<file path="src/rtl/adcacc_pkg.sv">
package adcacc_pkg;

  localparam int SAMPLE_W = 12;
  localparam int WORD_W   = 16;
  localparam int RPT_W    = 2;
  localparam int CNT_W    = 5;

  // Number of samples that form one set for a given repeat field.
  function automatic logic [CNT_W-1:0] rpt_count(input logic [RPT_W-1:0] sel);
    logic [CNT_W-1:0] n;
    case (sel)
      2'b00:   n = CNT_W'(1);
      2'b01:   n = CNT_W'(4);
      2'b10:   n = CNT_W'(8);
      default: n = CNT_W'(16);
    endcase
    return n;
  endfunction

  // Left placement is honoured only for a single-sample set.
  function automatic logic lj_effective(input logic [RPT_W-1:0] sel, input logic lj);
    return lj && (sel == '0);
  endfunction

endpackage

</file>
<file path="src/rtl/adcacc_count.sv">
module adcacc_count
  import adcacc_pkg::*;
#(
  parameter int CW = CNT_W,
  parameter int RW = RPT_W
) (
  input  logic          clk,
  input  logic          rst_n,
  input  logic          clear,
  input  logic          take,
  input  logic [RW-1:0] rpt_sel,
  output logic [CW-1:0] cnt_q,
  output logic          last_take
);

  logic [CW-1:0] target;
  logic [CW-1:0] target_m1;

  always_comb begin
    target    = CW'(rpt_count(rpt_sel));
    target_m1 = target - CW'(1);
    last_take = take && (cnt_q >= target_m1);
  end

  always_ff @(posedge clk or negedge rst_n) begin
    if (!rst_n)         cnt_q <= '0;
    else if (clear)     cnt_q <= '0;
    else if (last_take) cnt_q <= '0;
    else if (take)      cnt_q <= cnt_q + CW'(1);
  end

  AST_CNT_RESTART: assert property (@(posedge clk) disable iff (!rst_n)
    last_take |=> (cnt_q == '0));

  AST_CNT_CLEARED: assert property (@(posedge clk) disable iff (!rst_n)
    clear |=> (cnt_q == '0));

endmodule

</file>
<file path="src/rtl/adcacc_sum.sv">
module adcacc_sum #(
  parameter int SW = adcacc_pkg::SAMPLE_W,
  parameter int WW = adcacc_pkg::WORD_W
) (
  input  logic          clk,
  input  logic          rst_n,
  input  logic          clear,
  input  logic          take,
  input  logic          last_take,
  input  logic [SW-1:0] sample,
  output logic [WW-1:0] sum_next
);

  localparam int EXT_W = WW - SW;

  logic [WW-1:0] acc_q;

  function automatic logic [WW-1:0] widen(input logic [SW-1:0] s);
    return {{EXT_W{1'b0}}, s};
  endfunction

  always_comb sum_next = acc_q + widen(sample);

  always_ff @(posedge clk or negedge rst_n) begin
    if (!rst_n)         acc_q <= '0;
    else if (clear)     acc_q <= '0;
    else if (last_take) acc_q <= '0;
    else if (take)      acc_q <= sum_next;
  end

  AST_NO_WRAP: assert property (@(posedge clk) disable iff (!rst_n)
    take |-> (sum_next >= acc_q));

  AST_ACC_RESTART: assert property (@(posedge clk) disable iff (!rst_n)
    (last_take || clear) |=> (acc_q == '0));

endmodule

</file>
<file path="src/rtl/adcacc_fmt.sv">
module adcacc_fmt #(
  parameter int SW = adcacc_pkg::SAMPLE_W,
  parameter int WW = adcacc_pkg::WORD_W
) (
  input  logic          clk,
  input  logic          rst_n,
  input  logic          clear,
  input  logic          last_take,
  input  logic          lj_eff,
  input  logic [WW-1:0] sum_next,
  output logic [WW-1:0] word_q,
  output logic          done_q
);

  localparam int PAD_W = WW - SW;

  function automatic logic [WW-1:0] place(input logic [WW-1:0] s, input logic lj);
    return lj ? {s[SW-1:0], {PAD_W{1'b0}}} : s;
  endfunction

  always_ff @(posedge clk or negedge rst_n) begin
    if (!rst_n) begin
      word_q <= '0;
      done_q <= 1'b0;
    end else if (clear) begin
      word_q <= '0;
      done_q <= 1'b0;
    end else begin
      done_q <= last_take;
      if (last_take) word_q <= place(sum_next, lj_eff);
    end
  end

  AST_WORD_HELD: assert property (@(posedge clk) disable iff (!rst_n)
    (!done_q && !$past(clear)) |-> $stable(word_q));

  AST_LJ_NIBBLE: assert property (@(posedge clk) disable iff (!rst_n)
    (done_q && $past(lj_eff)) |-> (word_q[PAD_W-1:0] == '0));

  AST_CLEAR_ZERO: assert property (@(posedge clk) disable iff (!rst_n)
    clear |=> ((word_q == '0) && !done_q));

endmodule

</file>
<file path="src/rtl/adcacc_formatter.sv">
module adcacc_formatter
  import adcacc_pkg::*;
#(
  parameter int SAMPLE_BITS = SAMPLE_W,
  parameter int WORD_BITS   = WORD_W
) (
  input  logic                   clk,
  input  logic                   rst_n,
  input  logic                   enable,
  input  logic                   clear,
  input  logic                   samp_vld,
  input  logic [SAMPLE_BITS-1:0] samp_data,
  input  logic [RPT_W-1:0]       rpt_sel,
  input  logic                   ljust_sel,
  output logic [7:0]             word_hi,
  output logic [7:0]             word_lo,
  output logic                   set_done
);

  localparam int HALF = WORD_BITS / 2;

  logic                 take_w;
  logic                 last_take_w;
  logic                 lj_eff_w;
  logic [CNT_W-1:0]     cnt_w;
  logic [WORD_BITS-1:0] sum_next_w;
  logic [WORD_BITS-1:0] word_w;

  always_comb begin
    take_w   = enable && samp_vld;
    lj_eff_w = lj_effective(rpt_sel, ljust_sel);
  end

  adcacc_count #(.CW(CNT_W), .RW(RPT_W)) u_count (
    .clk       (clk),
    .rst_n     (rst_n),
    .clear     (clear),
    .take      (take_w),
    .rpt_sel   (rpt_sel),
    .cnt_q     (cnt_w),
    .last_take (last_take_w)
  );

  adcacc_sum #(.SW(SAMPLE_BITS), .WW(WORD_BITS)) u_sum (
    .clk       (clk),
    .rst_n     (rst_n),
    .clear     (clear),
    .take      (take_w),
    .last_take (last_take_w),
    .sample    (samp_data),
    .sum_next  (sum_next_w)
  );

  adcacc_fmt #(.SW(SAMPLE_BITS), .WW(WORD_BITS)) u_fmt (
    .clk       (clk),
    .rst_n     (rst_n),
    .clear     (clear),
    .last_take (last_take_w),
    .lj_eff    (lj_eff_w),
    .sum_next  (sum_next_w),
    .word_q    (word_w),
    .done_q    (set_done)
  );

  always_comb begin
    word_hi = word_w[WORD_BITS-1:HALF];
    word_lo = word_w[HALF-1:0];
  end

  AST_DONE_AFTER_TAKE: assert property (@(posedge clk) disable iff (!rst_n)
    set_done |-> $past(take_w));

  AST_DISABLED_IDLE: assert property (@(posedge clk) disable iff (!rst_n)
    (!$past(enable) && !$past(clear)) |-> $stable(cnt_w));

  AST_LJ_FALLBACK: assert property (@(posedge clk) disable iff (!rst_n)
    (rpt_sel != '0) |-> !lj_eff_w);

endmodule

</file>
<file path="config.mk">
export PLATFORM = sky130hd
export DESIGN_NAME = adcacc_formatter
export DESIGN_NICKNAME = d
export VERILOG_FILES = /design/src/rtl/adcacc_pkg.sv /design/src/rtl/adcacc_count.sv /design/src/rtl/adcacc_sum.sv /design/src/rtl/adcacc_fmt.sv /design/src/rtl/adcacc_formatter.sv
export SDC_FILE = /design/constraint.sdc
export NUM_CORES = 1
export LEC_CHECK = 0
export CAP_MARGIN = 20
export CORE_ASPECT_RATIO = 0.9
export CORE_MARGIN = 2
export CORE_UTILIZATION = 40
export DETAILED_ROUTE_END_ITERATION = 10
export DONT_BUFFER_PORTS = 1
export SLEW_MARGIN = 20
export SYNTH_ARGS = -nofsm -noshare
export SYNTH_HDL_FRONTEND = slang
export SYNTH_SLANG_ARGS = --single-unit
</file>
<file path="constraint.sdc">
create_clock -name clk -period 2.2 [get_ports clk]
set_input_delay 0.22 -clock clk [delete_from_list [all_inputs] [get_ports clk]]
set_output_delay 0.22 -clock clk [all_outputs]
set_load 0.01 [all_outputs]
</file>
==> results.sh, run 1 <==
export IMPL_status="completed"
export IMPL_synth_fa_ha_area_frac=0.1012
export IMPL_slew_viol_final=0
export IMPL_comb_power_share=0.313
export IMPL_finalHoldViolCount=0
export IMPL_dp_slack_ns=-0.04509
export IMPL_drc=0
export IMPL_cap_viol_max_count=0
export IMPL_yosysMostFrequentCell="dfrtp_1"
export IMPL_utilization=0.5048
export IMPL_synth_area_per_cell_um2=9.656
export IMPL_worst_setup_path_end_kind="register"
export IMPL_design_die_area_um2=6699
export IMPL_startpoint_type="register"
export IMPL_synthMuxAreaShare=0.008776
export IMPL_grt_pass1_vias=2077
export IMPL_port_buffers=0
export IMPL_finalClockSkew_ns=0.009721
export IMPL_clockBufferDepth=2
export IMPL_setup_worst_path_class="reg2reg"
export IMPL_peakVddDrop_mv=0.5009
export IMPL_min_path_type="in2reg"
export IMPL_via_per_inst=5.640
export IMPL_p_sw_uw=636.4
export IMPL_htree_levels=2
export IMPL_seqPwrFrac=0.389
export IMPL_grt_max_degree=39
export IMPL_powerDensity_nw_per_um2=685.3
export IMPL_dp_cells=338
export IMPL_finalSetupViolations=0
export IMPL_fp_row_count=26
export IMPL_fillers=533
export IMPL_grt_ovfl_total=0
export IMPL_clockRootBuffer="clkbuf_8"
export IMPL_grt_usage=0.1936
export IMPL_rsz0062_at_grt="true"
export IMPL_start_util=0.4209
export IMPL_wire_per_inst_um=17.50
export IMPL_die_h_um=77.85
export IMPL_cts_tree="built"
export IMPL_post_route_min_period_ns=2.144
export IMPL_areaGrowthSynthToFinish_pct=19.93
export IMPL_netlist_top_cells_count="dfrtp_1 (38), nand2_1 (31), o21ai_0 (25)"
export IMPL_synth_xor_area_share=0.05421
export IMPL_yosys_warnings=0
export IMPL_drt_iter0_drc=115
export IMPL_synth_top_family_by_area="compound AO/OA/AOI/OAI gates"
export IMPL_drtAntennaViolNets=0
export IMPL_synth_edff_count=0
export IMPL_clkLatencyLatePin_ns=0.29
export IMPL_critPathMaxStageDelay_ns=0.39
export IMPL_yosys_area_top_type="dfrtp_1"
export IMPL_synth_compound_area_frac=0.2648
export IMPL_synthSimpleGateAreaFrac=0.1285
export IMPL_syn_area_um2=2424
export IMPL_p_leak_nw=1.328
export IMPL_finalCritPeriodShare=0.9747
export IMPL_setup_tns_ns=0
export IMPL_ys_seq_area_frac=0.3924
export IMPL_synth_nets=290
export IMPL_synth_area_top_cells="dfrtp_1 (39%), ha_1 (9.3%), o21ai_0 (5.2%)"
export IMPL_synth_seq_cells=38
export IMPL_synth_top_area_share=0.3924
export IMPL_p_int_mw=1.355
export IMPL_first_pass_iters=4
export IMPL_worst_slack_ns=0.05556
export IMPL_diodes=0
export IMPL_fp_dieW_um=86.05
export IMPL_drive_above_1_share=0.2286
export IMPL_ys_async_sr_fraction=1.000
export IMPL_clkTransAtPathRegs_ns=0.08
export IMPL_clock_fmax_mhz=466.3
export IMPL_power_frac_clock=0.298
export IMPL_grt_pass1_wl_mm=10.23
export IMPL_drt_total_wl_mm=6.125
export IMPL_critPathMaxFanout=3
export IMPL_cts_sinks=38
export IMPL_slowest_stage="dfrtp_1"
export IMPL_dpl_hpwl_mm=4.607
export IMPL_synthFlopType="dfrtp_1"
export IMPL_gp_congestion=0.8148
export IMPL_sw_frac_of_total=0.3195
export IMPL_coreArea_um2=5758
export IMPL_path_cells="ha_1, buf_4, a211oi_4, o211ai_2, a31o_1, a21oi_2, xor2_2, nand2_1, a32o_1"
export IMPL_antenna_found_initial=0
export IMPL_required_ns=2.37
export IMPL_ios=37
export IMPL_cts_made_buffers=5
export IMPL_finalNonFillerCells=350
export IMPL_finalNetCount=318
export IMPL_arrival_ns=2.32
export IMPL_yosys_cell_types_count=54
export IMPL_vias=1974
export IMPL_synthCells=251
-- registers in the layout (all words and copies together), names as in the netlist --
name and cells:
u_count.cnt_q 5, u_fmt.word_q 16, u_fmt.done_q 1, u_sum.acc_q 16
-- cells in the final DEF, fill, tap and decap left out, types with 2 or more instances in the layout --
cell / count
o21ai_1: 3
xor2_1: 6
inv_1: 12
a21o_1: 2
a22o_1: 10
nor2_1: 7
a21oi_2: 5
xnor2_1: 6
clkbuf_1: 2
a31oi_1: 3
a32o_1: 4
a21oi_1: 12
clkbuf_8: 5
a22oi_1: 3
dfrtp_1: 38
ha_1: 15
xor2_2: 3
o21ai_0: 23
o211ai_1: 3
nand2_1: 31
ha_4: 2
o21ai_2: 2
buf_4: 29
a31o_2: 2
a31o_1: 2
o31ai_1: 2
nand4_1: 5
a31oi_4: 2
nand3_1: 7
nand2b_1: 3
-- kinds of logic after synthesis --
| group | after synthesis |
|---|---|
| flops | 38 |
| xor+xnor | 15 |
| other cells | 1 |
| buf+inv | 22 |
| mux | 2 |
| simple gates | 64 |
| compound gates | 90 |
| fa+ha+maj | 19 |
-- layout make-up --
| class | count | area, um^2 | area share |
|---|---|---|---|
| sequential | 38 | 950.9 | 0.3272 |
| clock buffer | 7 | 76.32 | 0.02626 |
| tap | 70 | 87.58 | 0.03013 |
| inverter | 12 | 45.04 | 0.01550 |
| clock inverter | 1 | 30.03 | 0.01033 |
| timing repair buffer | 31 | 247.7 | 0.08523 |
| multi-input combinational | 191 | 1469 | 0.5054 |
-- power groups by stage --
stage | Sequential (mW) | Clock [mW] | Combinational (mW)
detailed placement | 0.786 | 0 | 0.549
global placement | 0.784 | 0 | 0.546
finish | 0.775 | 0.593 | 0.624
global route | 0.782 | 0.629 | 0.689
floorplan | 0.766 | 0 | 0.384
CTS | 0.772 | 0.604 | 0.584
-- worst paths after layout --
path	depth (start not counted)	slack, ns	end	start
min	2	0.21	u_count.cnt_q[2]	clear
max in group asynchronous	2	1.61	u_fmt.word_q[0]	rst_n
min in group asynchronous	2	0.39	u_sum.acc_q[9]	rst_n
max reg2reg	9	0.06	u_fmt.word_q[13]	u_sum.acc_q[0]
min reg2reg	2	0.49	u_sum.acc_q[4]	u_sum.acc_q[4]
max	9	0.06	u_fmt.word_q[13]	u_sum.acc_q[0]
-- per-stage QoR --
| stage | total power, mW | area, um^2 | hold slack (ns) |
|---|---|---|---|
| floorplan | 1.150 | 2424 | -0.07559 |
| global placement | 1.330 | 2641 | -0.07482 |
| detailed placement | 1.335 | 2641 | -0.07466 |
| CTS | 1.959 | 2800 | 0.2096 |
| global route | 2.100 | 2907 | 0.2311 |
| finish | 1.992 | 2907 | 0.2090 |
-- layer usage --
| layer | part of all wire | global-route usage | routed length, um |
|---|---|---|---|
| met1 | 0.49 | 0.2772 | 3021 |
| met2 | 0.43 | 0.2853 | 2644 |
| met3 | 0.062 | 0.05957 | 382 |
| met4 | 0.012 | 0.04444 | 76 |
| met5 | 0 | 0 | 0 |
-- critical path: cells and delay by family, from the launching register on --
kind,cells,cell delay [ns]
simple gates,1,0.09
flops,1,0.39
xor+xnor,1,0.23
compound gates,5,0.98
fa+ha+maj,1,0.19
buf+inv,1,0.15
-- what timing repair did --
action | CTS | global route
pin swaps | 4 | 13
endpoints found under the setup margin | 3 | 19
buffers inserted | 1 | 1
hold buffers | 2 | 0
resized for setup | 2 | 17
hold endpoints to repair | 38 | 0
Power figures use the tool's default switching activity.
==> run 2: changes to the inputs <==
--- a/config.mk
+++ b/config.mk
@@ -14,4 +14,5 @@
 export SLEW_MARGIN = 20
 export SYNTH_ARGS = -nofsm -noshare
 export SYNTH_HDL_FRONTEND = slang
+export SYNTH_HIERARCHICAL = 1
 export SYNTH_SLANG_ARGS = --single-unit
==> results.sh, run 2 <==
export IMPL_fp_row_count=28
export IMPL_dp_slack_ns=-0.09737
export IMPL_drt_total_wl_mm=6.550
export IMPL_setup_tns_ns=-0.02683
export IMPL_critPathMaxFanout=4
export IMPL_clockBufferDepth=2
export IMPL_total_power_mw=1.895
export IMPL_dp_cells=397
export IMPL_design_die_area_um2=7352
export IMPL_grt_pass1_wl_mm=10.72
export IMPL_syn_area_um2=2673
export IMPL_synth_top_area_share=0.3558
export IMPL_fin_area_um2=3342
export IMPL_worst_setup_path_end_kind="register"
export IMPL_p_int_mw=1.312
export IMPL_synth_area_top_cells="dfrtp_1 (36%), mux2i_1 (8.6%), ha_1 (8.4%)"
export IMPL_ys_async_sr_fraction=1.000
export IMPL_netlist_top_cells_count="dfrtp_1 (38), nor2_1 (30), mux2i_1 (23)"
export IMPL_yosys_warnings=6
export IMPL_gp_congestion=0.8306
export IMPL_synthFlopType="dfrtp_1"
export IMPL_seqPwrFrac=0.396
export IMPL_critPathMaxStageDelay_ns=0.39
export IMPL_cap_viol_max_count=0
export IMPL_via_per_inst=5.358
export IMPL_dpl_cell_area_um2=3018
export IMPL_grt_usage=0.1834
export IMPL_clkTransAtPathRegs_ns=0.09
export IMPL_yosys_cell_types_count=49
export IMPL_start_util=0.4101
export IMPL_coreArea_um2=6516
export IMPL_fillers=611
export IMPL_finalCritPeriodShare=1.012
export IMPL_yosysMostFrequentCell="dfrtp_1"
export IMPL_p_sw_uw=582.8
export IMPL_finalSetupViolations=2
export IMPL_first_pass_iters=4
export IMPL_ys_seq_area_frac=0.3558
export IMPL_grt_ovfl_total=0
export IMPL_reg_largest_list="u_fmt/word_q: 16 flops, u_sum/acc_q: 16 flops, u_count/cnt_q: 5 flops"
export IMPL_clock_fmax_mhz=449.1
export IMPL_clkLatencyLatePin_ns=0.30
export IMPL_cts_made_buffers=5
export IMPL_finalNonFillerCells=411
export IMPL_vias=2202
export IMPL_path_delay_family="compound AO/OA/AOI/OAI gates"
export IMPL_synthCells=285
export IMPL_most_common_layout_cells="buf_4 (39), dfrtp_1 (38), nor2_1 (29)"
export IMPL_arrival_ns=2.43
export IMPL_hold_worst_slack_ns=-0.02634
export IMPL_violations="negative hold slack, negative setup slack"
export IMPL_diodes=0
export IMPL_finalNetCount=359
export IMPL_synth_nets=324
export IMPL_drive_above_1_share=0.2710
export IMPL_post_route_min_period_ns=2.227
export IMPL_areaGrowthSynthToFinish_pct=25.05
export IMPL_status="finished, violations left"
export IMPL_synth_area_per_cell_um2=9.377
export IMPL_startpoint_type="register"
export IMPL_yosys_area_top_type="dfrtp_1"
export IMPL_required_ns=2.40
export IMPL_wire_per_inst_um=15.94
export IMPL_peakVddDrop_mv=0.3020
export IMPL_ios=37
export IMPL_cts_sinks=38
export IMPL_port_buffers=0
export IMPL_rsz0062_at_grt="true"
export IMPL_postCtsHoldBufs=5
export IMPL_final_common_cell="buf_4"
export IMPL_utilization=0.5129
export IMPL_comb_power_share=0.275
export IMPL_fp_dieW_um=90.16
export IMPL_cp_buffers_inverters=0
export IMPL_synth_edff_count=0
export IMPL_grt_max_degree=39
export IMPL_die_h_um=81.55
export IMPL_finalHoldViolCount=17
export IMPL_slowest_stage="dfrtp_1"
export IMPL_path_cells="ha_2, fa_2, a21o_1, nand3_2, a31oi_4, o21ai_2, xnor2_2, mux2i_1, a211oi_1"
export IMPL_finalClockSkew_ns=0.009187
export IMPL_setup_worst_path_class="reg2reg"
export IMPL_htree_levels=2
export IMPL_drc=0
export IMPL_dpl_hpwl_mm=4.696
export IMPL_worst_slack_ns=-0.02652
export IMPL_antenna_found_initial=0
export IMPL_clockRootBuffer="clkbuf_8"
export IMPL_synth_seq_cells=38
export IMPL_power_frac_clock=0.330
export IMPL_min_path_type="in2reg"
export IMPL_drt_iter0_drc=68
export IMPL_powerDensity_nw_per_um2=567.0
export IMPL_slew_viol_final=0
export IMPL_drtAntennaViolNets=0
export IMPL_sw_frac_of_total=0.3076
export IMPL_cts_tree="built"
export IMPL_p_leak_nw=1.431
export IMPL_grt_pass1_vias=2128
[run 2: cell types whose count changed after synthesis, sizes merged, moves of 10 or more]
cell	delta
o21ai	-16
a22o	-10
nand2	-15
nor2	+22
a211oi	+12
mux2i	+22
[run 2: cell type report]
class                           instances  area, um^2  area share
Clock buffer                            5       68.82     0.02059
Clock inverter                          3       45.04     0.01348
Inverter                                8       30.03    0.008985
Multi-Input combinational cell        223        1782      0.5331
Sequential cell                        38       950.9      0.2845
Timing Repair Buffer                   44       352.8      0.1056
Tap cell                               90       112.6     0.03370
[run 2: repair_timing]
item,CTS,global route
setup buffers,0,1
setup endpoints to repair,10,13
endpoints found under the hold margin,58,17
pin swaps,6,9
gates resized for setup,11,16
[run 2: routing by layer]
layer / global-route usage / up-vias / wire length [um]
met3: 0.04220 / 5 / 232
met1: 0.2483 / 1066 / 3265
met4: 0.05538 / 0 / 52
met5: 0 / - / 0
met2: 0.2962 / 32 / 3000
li1: - / 1099 / -
[run 2: logic make-up after synthesis]
| family | count (synthesis) | synth area share |
|---|---|---|
| fa+ha+maj | 19 | 0.09176 |
| other cells | 1 | 0.001403 |
| mux | 23 | 0.08614 |
| simple gates | 99 | 0.1948 |
| xor+xnor | 12 | 0.03933 |
| buf+inv | 24 | 0.04588 |
| compound gates | 69 | 0.1849 |
| flops | 38 | 0.3558 |
[run 2: final timing paths]
kind                       slack, ns  cells past startpoint               end      startpoint
max                            -0.03                      9  u_fmt/word_q[10]  u_sum/acc_q[0]
min                            -0.03                      1   u_fmt/word_q[7]           clear
max reg2reg                    -0.03                      9  u_fmt/word_q[10]  u_sum/acc_q[0]
min reg2reg                     0.54                      2    u_sum/acc_q[3]  u_sum/acc_q[3]
max in group asynchronous       1.61                      2    u_sum/acc_q[7]           rst_n
min in group asynchronous       0.37                      2    u_sum/acc_q[4]           rst_n
[run 2: power by group through the flow]
stage                     logic [mW]  clock network, mW  registers, mW
final                          0.521              0.625          0.750
after global routing           0.571              0.666          0.753
after CTS                      0.497              0.644          0.748
after detailed placement       0.448                  0          0.761
after global placement         0.443                  0          0.760
after floorplan                0.299                  0          0.757
[run 2: worst register-to-register path, stage by stage, from the launching register on]
cell and delay, ns:
dfrtp_1 0.39, ha_2 0.19, fa_2 0.34, a21o_1 0.18, nand3_2 0.10, a31oi_4 0.14
o21ai_2 0.25, xnor2_2 0.17, mux2i_1 0.11, a211oi_1 0.26
==> run 3: changes to the inputs <==
--- a/config.mk
+++ b/config.mk
@@ -5,12 +5,13 @@
 export SDC_FILE = /design/constraint.sdc
 export NUM_CORES = 1
 export LEC_CHECK = 0
+export ABC_AREA = 0
 export CAP_MARGIN = 20
 export CORE_ASPECT_RATIO = 0.9
-export CORE_MARGIN = 2
 export CORE_UTILIZATION = 40
 export DETAILED_ROUTE_END_ITERATION = 10
 export DONT_BUFFER_PORTS = 1
+export PLACE_DENSITY = 0.64
 export SLEW_MARGIN = 20
 export SYNTH_ARGS = -nofsm -noshare
 export SYNTH_HDL_FRONTEND = slang
==> results.sh, run 3 (synthesis results as in run 2) <==
export IMPL_clockRootBuffer="clkbuf_8"
export IMPL_areaGrowthSynthToFinish_pct=25.66
export IMPL_path_delay_family="compound AO/OA/AOI/OAI gates"
export IMPL_reg2reg_to="u_fmt/word_q[14]"
export IMPL_setup_worst_path_class="reg2reg"
export IMPL_wire_per_inst_um=15.50
export IMPL_htree_levels=2
export IMPL_violations="negative hold slack, negative setup slack"
export IMPL_critPathMaxFanout=5
export IMPL_first_pass_iters=4
export IMPL_dp_cells=391
export IMPL_reg_largest_list="u_fmt/word_q: 16 flops, u_sum/acc_q: 16 flops, u_count/cnt_q: 5 flops"
export IMPL_port_buffers=0
export IMPL_arrival_ns=2.42
export IMPL_dpl_hpwl_mm=4.383
export IMPL_multi_input_area_um2=1765
export IMPL_min_path_type="in2reg"
export IMPL_drt_total_wl_mm=6.338
export IMPL_finalClockSkew_ns=0.005929
export IMPL_cp_buffers_inverters=0
export IMPL_startpoint_type="register"
export IMPL_drive_above_1_share=0.2702
export IMPL_slowest_stage="dfrtp_1"
export IMPL_via_per_inst=5.423
export IMPL_clockBufferDepth=2
export IMPL_worst_slack_ns=-0.006697
export IMPL_post_route_min_period_ns=2.207
export IMPL_finalHoldViolCount=17
export IMPL_finalSetupViolations=1
export IMPL_ios=37
export IMPL_drt_iter0_drc=147
export IMPL_diodes=0
export IMPL_start_util=0.4253
export IMPL_clkLatencyLatePin_ns=0.30
export IMPL_grt_pass1_wl_mm=10.49
export IMPL_cap_viol_max_count=0
export IMPL_rrSetupSlack_ns=-0.007
export IMPL_endpoint="u_fmt/word_q[14]"
export IMPL_grt_usage=0.1936
export IMPL_slew_viol_final=0
export IMPL_rsz0062_at_grt="true"
export IMPL_antenna_found_initial=0
export IMPL_path_cells="ha_2, fa_2, a21o_1, nand3_2, a31oi_4, o221ai_4, nor2_2, xor2_1, mux2i_1, a211oi_1"
export IMPL_required_ns=2.41
export IMPL_gp_congestion=0.8381
export IMPL_grt_pass1_vias=2201
export IMPL_status="finished, violations left"
export IMPL_reg2regPathDepth=10
export IMPL_fillers=583
export IMPL_design_die_area_um2=7013
export IMPL_final_common_cell="buf_4"
export IMPL_cts_sinks=38
export IMPL_grt_max_degree=39
export IMPL_hold_worst_slack_ns=-0.01813
export IMPL_critPathMaxStageDelay_ns=0.40
export IMPL_vias=2218
export IMPL_grt_ovfl_total=0
export IMPL_ff_latch_area_um2=950.9
export IMPL_dp_slack_ns=-0.1578
export IMPL_die_h_um=79.55
export IMPL_drc=0
export IMPL_most_common_layout_cells="buf_4 (40), dfrtp_1 (38), nor2_1 (28)"
export IMPL_drtAntennaViolNets=0
export IMPL_finalNetCount=360
export IMPL_clock_fmax_mhz=453.2
export IMPL_p_leak_nw=1.457
export IMPL_worst_setup_path_end_kind="register"
export IMPL_cts_tree="built"
export IMPL_finalCritPeriodShare=1.003
export IMPL_peakVddDrop_mv=0.4521
export IMPL_fp_row_count=27
export IMPL_clkTransAtPathRegs_ns=0.08
export IMPL_setup_worst_path_start="u_sum/acc_q[0]"
export IMPL_coreArea_um2=6284
export IMPL_postCtsHoldBufs=5
export IMPL_finalNonFillerCells=409
export IMPL_worstReg2RegStart="u_sum/acc_q[0]"
export IMPL_cts_made_buffers=5
export IMPL_fp_dieW_um=88.16
export IMPL_powerDensity_nw_per_um2=600.2
export IMPL_cp_depth=10
run 3: worst reg2reg max path, delay by kind of cell, from the launching register on:
family	cells	cell delay, ns
compound gates	4	0.81
xor+xnor	1	0.14
fa+ha+maj	2	0.53
flops	1	0.40
mux	1	0.08
simple gates	2	0.16
run 3: what timing repair did:
action | in CTS | in global routing
buffers inserted | 1 | 4
pin swaps | 7 | 11
endpoints found under the setup margin | 9 | 13
gates resized for setup | 11 | 13
endpoints found under the hold margin | 58 | 17
run 3: cell type report:
class                      instances  share of cell area
clock buffer                       6             0.02459
clock inverter                     2             0.01788
inverter                           8            0.008942
multi-input combinational        223              0.5257
sequential                        38              0.2832
tap                               87             0.03241
timing repair buffer              45              0.1073
run 3: worst min-delay path by stage:
stage	start	endpoint	slack, ns	depth (start not counted)
after floorplan	rst_n	u_count/cnt_q[0]	-0.08	0
after global placement	rst_n	u_sum/acc_q[6]	-0.07	0
after detailed placement	rst_n	u_sum/acc_q[6]	-0.07	0
after CTS	clear	u_fmt/word_q[3]	-0.03	1
after global routing	clear	u_fmt/word_q[8]	-0.03	1
final	clear	u_fmt/word_q[2]	-0.02	1
run 3: report_power, final:
part / internal (mW) / switching, mW
clock network: 0.484 / 0.269
logic: 0.246 / 0.267
registers: 0.725 / 0.0236
total: 1.46 / 0.560
run 3: metal layers:
metal  GRT usage  up-vias  routed length, um
met5           0        -                  0
met4     0.06774        0                 87
met3     0.04240        9                336
met2      0.2923       38               2854
met1      0.2703     1071               3060
li1            -     1100                  -
run 3: metrics by stage:
| stage | cell area, um^2 | total power [mW] | setup TNS [ns] | util |
|---|---|---|---|---|
| 3_3_place_gp | 2992 | 1.198 | -0.3609 | 0.4761 |
| 6_report | 3358 | 2.016 | -0.006697 | 0.5344 |
| 4_1_cts | 3278 | 2.015 | 0 | 0.5217 |
| 2_1_floorplan | 2713 | 1.055 | 0 | - |
| 3_5_place_dp | 2992 | 1.202 | -0.5435 | 0.4761 |
| 5_1_grt | 3358 | 2.109 | -0.8984 | 0.5344 |
